$ cat src/rtl/glfsr_pkg.sv
package glfsr_pkg;
  // Field symbol width and reduction polynomial (x^3 + x + 1, low bits)
  localparam int unsigned SYM_W      = 3;
  localparam logic [SYM_W-1:0] FIELD_POLY = 3'b011;
  localparam int unsigned STAGES     = 4;

  // Multiply a field element by the primitive element a
  function automatic logic [SYM_W-1:0] mul_alpha(input logic [SYM_W-1:0] v);
    logic [SYM_W-1:0] r;
    r = {v[SYM_W-2:0], 1'b0};
    if (v[SYM_W-1]) r = r ^ FIELD_POLY;
    return r;
  endfunction
endpackage

$ cat src/rtl/gf_const_mul.sv
module gf_const_mul
  import glfsr_pkg::*;
#(
  parameter logic [SYM_W-1:0] COEF = '0
) (
  input  logic [SYM_W-1:0] din,
  output logic [SYM_W-1:0] dout
);
  // Column j of the constant matrix is COEF * a^j
  function automatic logic [SYM_W-1:0] column(input int unsigned j);
    logic [SYM_W-1:0] c;
    c = COEF;
    for (int unsigned t = 0; t < j; t++) c = mul_alpha(c);
    return c;
  endfunction

  always_comb begin
    dout = '0;
    for (int unsigned j = 0; j < SYM_W; j++) begin
      if (din[j]) dout = dout ^ column(j);
    end
  end
endmodule

$ cat src/rtl/glfsr_cell.sv
module glfsr_cell
  import glfsr_pkg::*;
(
  input  logic             clk,
  input  logic             rst,
  input  logic             load,
  input  logic             step,
  input  logic [SYM_W-1:0] seed_sym,
  input  logic [SYM_W-1:0] next_sym,
  output logic [SYM_W-1:0] sym
);
  always_ff @(posedge clk) begin
    if (rst)       sym <= '1;
    else if (load) sym <= seed_sym;
    else if (step) sym <= next_sym;
  end
endmodule

$ cat src/rtl/glfsr_gf8.sv
module glfsr_gf8
  import glfsr_pkg::*;
#(
  // Stage i constant in bits [i*SYM_W +: SYM_W]; default a^5, 0, a^6, a
  parameter logic [STAGES*SYM_W-1:0] COEFS = 12'b010_101_000_111
) (
  input  logic                    clk,
  input  logic                    rst,
  input  logic                    load,
  input  logic [STAGES*SYM_W-1:0] seed,
  input  logic                    step,
  output logic [STAGES*SYM_W-1:0] state
);
  localparam int unsigned N = STAGES * SYM_W;

  logic [N-1:0]     eff_seed;
  logic [N-1:0]     prod;
  logic [N-1:0]     nxt;
  logic [SYM_W-1:0] fb;

  assign eff_seed = (seed == '0) ? '1 : seed;
  assign fb       = state[N-1 -: SYM_W];

  for (genvar i = 0; i < STAGES; i++) begin : g_stage
    gf_const_mul #(.COEF(COEFS[i*SYM_W +: SYM_W])) u_mul (
      .din  (fb),
      .dout (prod[i*SYM_W +: SYM_W])
    );
    if (i == 0) begin : g_head
      assign nxt[SYM_W-1:0] = prod[SYM_W-1:0];
    end else begin : g_body
      assign nxt[i*SYM_W +: SYM_W] = prod[i*SYM_W +: SYM_W] ^ state[(i-1)*SYM_W +: SYM_W];
    end
    glfsr_cell u_cell (
      .clk      (clk),
      .rst      (rst),
      .load     (load),
      .step     (step),
      .seed_sym (eff_seed[i*SYM_W +: SYM_W]),
      .next_sym (nxt[i*SYM_W +: SYM_W]),
      .sym      (state[i*SYM_W +: SYM_W])
    );
  end
endmodule

$ cat config.mk
export PLATFORM = sky130hd
export DESIGN_NAME = glfsr_gf8
export DESIGN_NICKNAME = d
export VERILOG_FILES = /design/src/rtl/glfsr_pkg.sv /design/src/rtl/gf_const_mul.sv /design/src/rtl/glfsr_cell.sv /design/src/rtl/glfsr_gf8.sv
export SDC_FILE = /design/constraint.sdc
export NUM_CORES = 1
export LEC_CHECK = 0
export ABC_AREA = 1
export BUFFER_PORTS_ARGS = -buffer_cell sky130_fd_sc_hd__buf_2
export CAP_MARGIN = 40
export CORE_MARGIN = 8
export CORE_UTILIZATION = 30
export DETAILED_ROUTE_END_ITERATION = 8
export SLEW_MARGIN = 5
export SYNTH_ARGS = -nofsm -noshare
export SYNTH_HDL_FRONTEND = slang
export SYNTH_SLANG_ARGS = --single-unit
export TNS_END_PERCENT = 50
$ cat constraint.sdc
create_clock -name clk -period 2.11 [get_ports clk]
set_input_delay 0.422 -clock clk [delete_from_list [all_inputs] [get_ports clk]]
set_output_delay 0.422 -clock clk [all_outputs]
set_load 0.03 [all_outputs]
## Word level (Yosys, flattened, before mapping)

Cells that the tools add are included.

| cells by class | value |
|---|---|
| muxes and demuxes | 27 |
| bitwise gates (word level) | 10 |
| reduce and logical (&&, ||, !) cells | 2 |

Operators by type and width:

| cell | count |
|---|---|
| $mux W3 | 23 |
| $xor A3 B3 Y3 | 7 |
| $logic_not A12 Y1 | 1 |
| $mux W12 | 1 |
| $mux W2 | 3 |
| $not A2 Y2 | 2 |
| $reduce_bool A2 Y1 | 1 |
| $not A1 Y1 const A | 1 |

| word-level totals | value |
|---|---|
| register bits after elaboration | 12 |
| word-level logic and storage cells | 43 |
| bits of input ports | 16 |
| output and inout bits | 12 |

## Logic depth before layout (Yosys ltp)

| logic depth | value |
|---|---|
| depth in word-level cells | 9 |
| gate-level depth with buffers | 8 |
| depth with buffers taken out | 7 |

## Modules after synthesis

A second synthesis with hierarchy kept.

| second synthesis, totals | value |
|---|---|
| cells, all modules | 143 |
| area, all modules | 872.1 um2 |

Modules (own cells, without submodules):

| module | cells each | instances | area each (um2) | sequential area each (um2) |
|---|---|---|---|---|
| glfsr_cell | 17 | 4 | 126.4 | 60.1 |
| glfsr_gf8 | 45 | 1 | 221.5 | 0.0 |
| gf_const_mul at g_stage[2].u_mul ... | 7 | 2 | 33.8 | 0.0 |
| gf_const_mul at g_stage[0].u_mul | 12 | 1 | 51.3 | 0.0 |
| gf_const_mul at g_stage[1].u_mul | 4 | 1 | 26.3 | 0.0 |

## Worst setup path before layout

OpenSTA, ideal clock, no wires.

| path | value |
|---|---|
| kind | register to register |
| start point | register g_stage[3].u_cell.sym[2] |
| end point | register g_stage[3].u_cell.sym[1] |
| path slack | 0.899 ns |
| library setup time | 0.115 ns |
| data arrival time | 1.096 ns |
| period minus slack after synthesis | 1.211 ns |
| data required time | 1.995 ns |
| cell stages (with the launch flop) | 9 |
| path buffers | 1 |
| cells stage by stage | dfxtp_1 clkbuf_2 inv_1 nand2_1 nand2_1 nand2_1 nand3_1 nand3_1 nand2_1 |

| on the way | value |
|---|---|
| longest elaborated chain between the ends | 4 |

RTL lines:

| what | RTL line | text |
|---|---|---|
| start, declared | glfsr_cell.sv:10 | `output logic [SYM_W-1:0] sym` |
| start signal, assigned | glfsr_cell.sv:14 | `else if (load) sym <= seed_sym;` |
| start signal, assigned | glfsr_cell.sv:15 | `else if (step) sym <= next_sym;` |
| $mux W3 | gf_const_mul.sv:20 | `if (din[j]) dout = dout ^ column(j);` |
| $xor A3 B3 Y3 | glfsr_gf8.sv:32 | `assign nxt[i*SYM_W +: SYM_W] = prod[i*SYM_W +: SYM_W] ^ state[(i-1)*SYM_W +: SYM_W];` |
| $mux W3 | glfsr_cell.sv:15 |  |
| $mux W3 | glfsr_cell.sv:14 |  |

No other way between the ends. The select of a mux whose other input is x is not followed.
A chain may end at the register's enable or synchronous reset.

## Worst setup path after layout

| path | value |
|---|---|
| start point | register g_stage[3].u_cell.sym[2] |
| end point | output state[11] |

RTL lines:

| what | RTL line | text |
|---|---|---|
| end, declared | glfsr_gf8.sv:12 | `output logic [STAGES*SYM_W-1:0] state` |

No word-level cell between the ends.

==> flow_summary.json <==
{
  "top_level_ports": 28,
  "grt_pass1_vias": 856,
  "yosys_warnings": 0,
  "grt_pass1_wl_mm": 3.78,
  "p_per_area_nw_per_um2": 673,
  "synth-edff-count": 0,
  "drive_gt1_share_pct": 22.9,
  "synth_largest_area_cell": "dfxtp_1",
  "drv_cap": 0,
  "setup_viol": 0,
  "end_kind": "output port",
  "rows": 18,
  "timing.fmax_mhz": 685,
  "pre_cts_ws_ps": 788,
  "tightest_slew_ps": 308,
  "die_y_um": 67.5,
  "regMostFlops": "g_stage.u_cell.sym",
  "cpMaxStageDelayCell": "dfxtp_1",
  "ir_worst_vdd_v": 0.000322,
  "max-slew-margin-rel_pct": 79.4,
  "postCtsHoldBufs": 0,
  "syn_area_um2": 796,
  "status": "complete, no violations",
  "htreeDepth": 1,
  "cp.arrival_ps": 1040,
  "holdWs_ps": 437,
  "synth-main-ff-cell": "dfxtp_1",
  "largest_reg_flops": 12,
  "cp-start-kind": "register",
  "drc_errors": 0,
  "die_area_um2": 4560,
  "setup_ws_ps": 650,
  "cts_sinks": 12,
  "hold_path.class": "in2reg",
  "antenna_violating_nets_post_route": 0,
  "hpwl_mm": 1.78,
  "final_hold_viol_count": 0,
  "core_um2": 2500,
  "fin_tns_setup_ps": 0,
  "antenna_found_initial": 0,
  "dpl-instance-area_um2": 908,
  "via_count": 883,
  "synth.avg_cell_area_um2": 6.22,
  "netlist_top_cells_count": "43 x nand2_1, 15 x nand3_1, 13 x inv_1",
  "power.leakage_uw": 0.000509,
  "crit_required_ps": 1690,
  "drtPass1Iterations": 4,
  "clock_skew_ps": 2.90,
  "yosysSeqAreaShare_pct": 30.2,
  "ys_seq_elements": 12,
  "finalInstanceArea_um2": 945,
  "drt_iter0_markers": 26,
  "globalRouteOverflowTotal": 0,
  "period_minus_slack_ps": 1460,
  "synth_top_area_share_pct": 30.2,
  "gr-usage-all-layers_pct": 10.6,
  "post_cts_buffers": 0,
  "maxSlewViolCount": 0,
  "port-buffer-count": 27,
  "wl_per_cell_um": 12.3,
  "worst-path-buf-inv": 1,
  "n_fill_cell": 285,
  "yosysMostFrequentCell": "nand2_1",
  "synth_area_leaders": "dfxtp_1 30%, nand2_1 20%, nand3_1 9.4%, a21oi_1 6.9%, inv_1 6.1%",
  "crit_path_max_incr_delay_ps": 500,
  "rsz0062_at_grt": "no",
  "routabilityCongestion": 0.844,
  "tritoncts": "yes",
  "worstSetupPathType": "reg2out",
  "fin_crit_sh_pct": 69.2,
  "clk_pin_slew_ps": 80,
  "fin_nets": 170,
  "start_util_pct": 31.8,
  "reg_top3": "g_stage.u_cell.sym: 12 flops",
  "cp_top_family": "flip-flops",
  "syn_inst": 128,
  "crit_fanout": 7,
  "crit_chain": "buf_2",
  "clockBufferDepth": 2,
  "die_w_um": 67.5,
  "area_growth_pct": 18.7,
  "vias_per_cell": 4.83,
  "num_antenna_cells": 0,
  "cts_root_buffer": "clkbuf_4",
  "cts_buffers": 3,
  "synth_cell_types": 20,
  "routed_wl_mm": 2.25,
  "synth_fp_nets": 144,
  "clkLatencyLatePin_ps": 280,
  "async_flop_share_pct": 0,
  "grt_max_degree": 19,
  "cts.repair.resized": 0
}
through the flow:
step                total power, uW  std cells  util, %
global placement                451        179     36.3
finish                          636        183     37.8
CTS                             640        183     37.8
floorplan                       400        128        -
detailed placement              452        179     36.3
global route                    676        183     37.8
final timing paths:
path,startpoint,to,slack [ps],depth (start not counted)
worst min register to register,g_stage[0].u_cell.sym[0],g_stage[0].u_cell.sym[0],510,2
worst min-delay path,seed[1],g_stage[0].u_cell.sym[1],440,5
worst max register to register,g_stage[3].u_cell.sym[0],g_stage[2].u_cell.sym[0],940,7
worst max-delay path,g_stage[3].u_cell.sym[2],state[11],650,1
metal layers:
layer / up-vias / GRT usage, % / wire length (um) / share of wire [%]
met1: 393 / 12.5 / 992 / 44
met4: 0 / 4.70 / 24 / 1.1
met2: 33 / 16.8 / 1060 / 47
li1: 451 / - / - / -
met3: 6 / 3.97 / 170 / 7.6
met5: - / 0 / 0 / 0
cell families after synthesis:
group | Yosys count | share of synthesized area (%)
compound gates | 16 | 10.4
flops | 12 | 30.2
xor+xnor | 4 | 4.40
buf+inv | 20 | 14.1
simple gates | 76 | 40.9
power by group:
group	internal [uW]	total [uW]	leakage [uW]	switching, uW
sequential	246	269	0.000100	23.0
clock	105	190	0.0000210	84.6
combinational	63.2	177	0.000388	114
total	414	636	0.000509	222
layout by cell type, fill, tap and decap left out:
cell type  count
a21oi_1       11
buf_2         27
clkbuf_4       3
clkbuf_8       1
dfxtp_1       12
inv_1         13
inv_2          1
nand2_1       43
nand2_2        1
nand3_1       15
nand3b_1       1
nand4_1        1
nor2_1        12
nor2_2         1
nor2_4         1
o21ai_0        4
o31ai_1        1
or2_1          1
xnor2_1        4
area by class of cell:
| type | instances | area, um^2 | area share, % |
|---|---|---|---|
| inverters | 14 | 52.6 | 5.56 |
| clock buffers | 4 | 36.3 | 3.84 |
| repair buffers | 27 | 135 | 14.3 |
| flip-flops and latches | 12 | 240 | 25.4 |
| multi-input cells | 96 | 443 | 46.9 |
| well taps | 30 | 37.5 | 3.97 |
tightest hold or removal path: stages:
cell and delay (ps):
buf_2 80, inv_1 30, nand2_1 50, nand2_1 50, nand3_1 50
No activity file was read; power rests on OpenSTA's default activity.
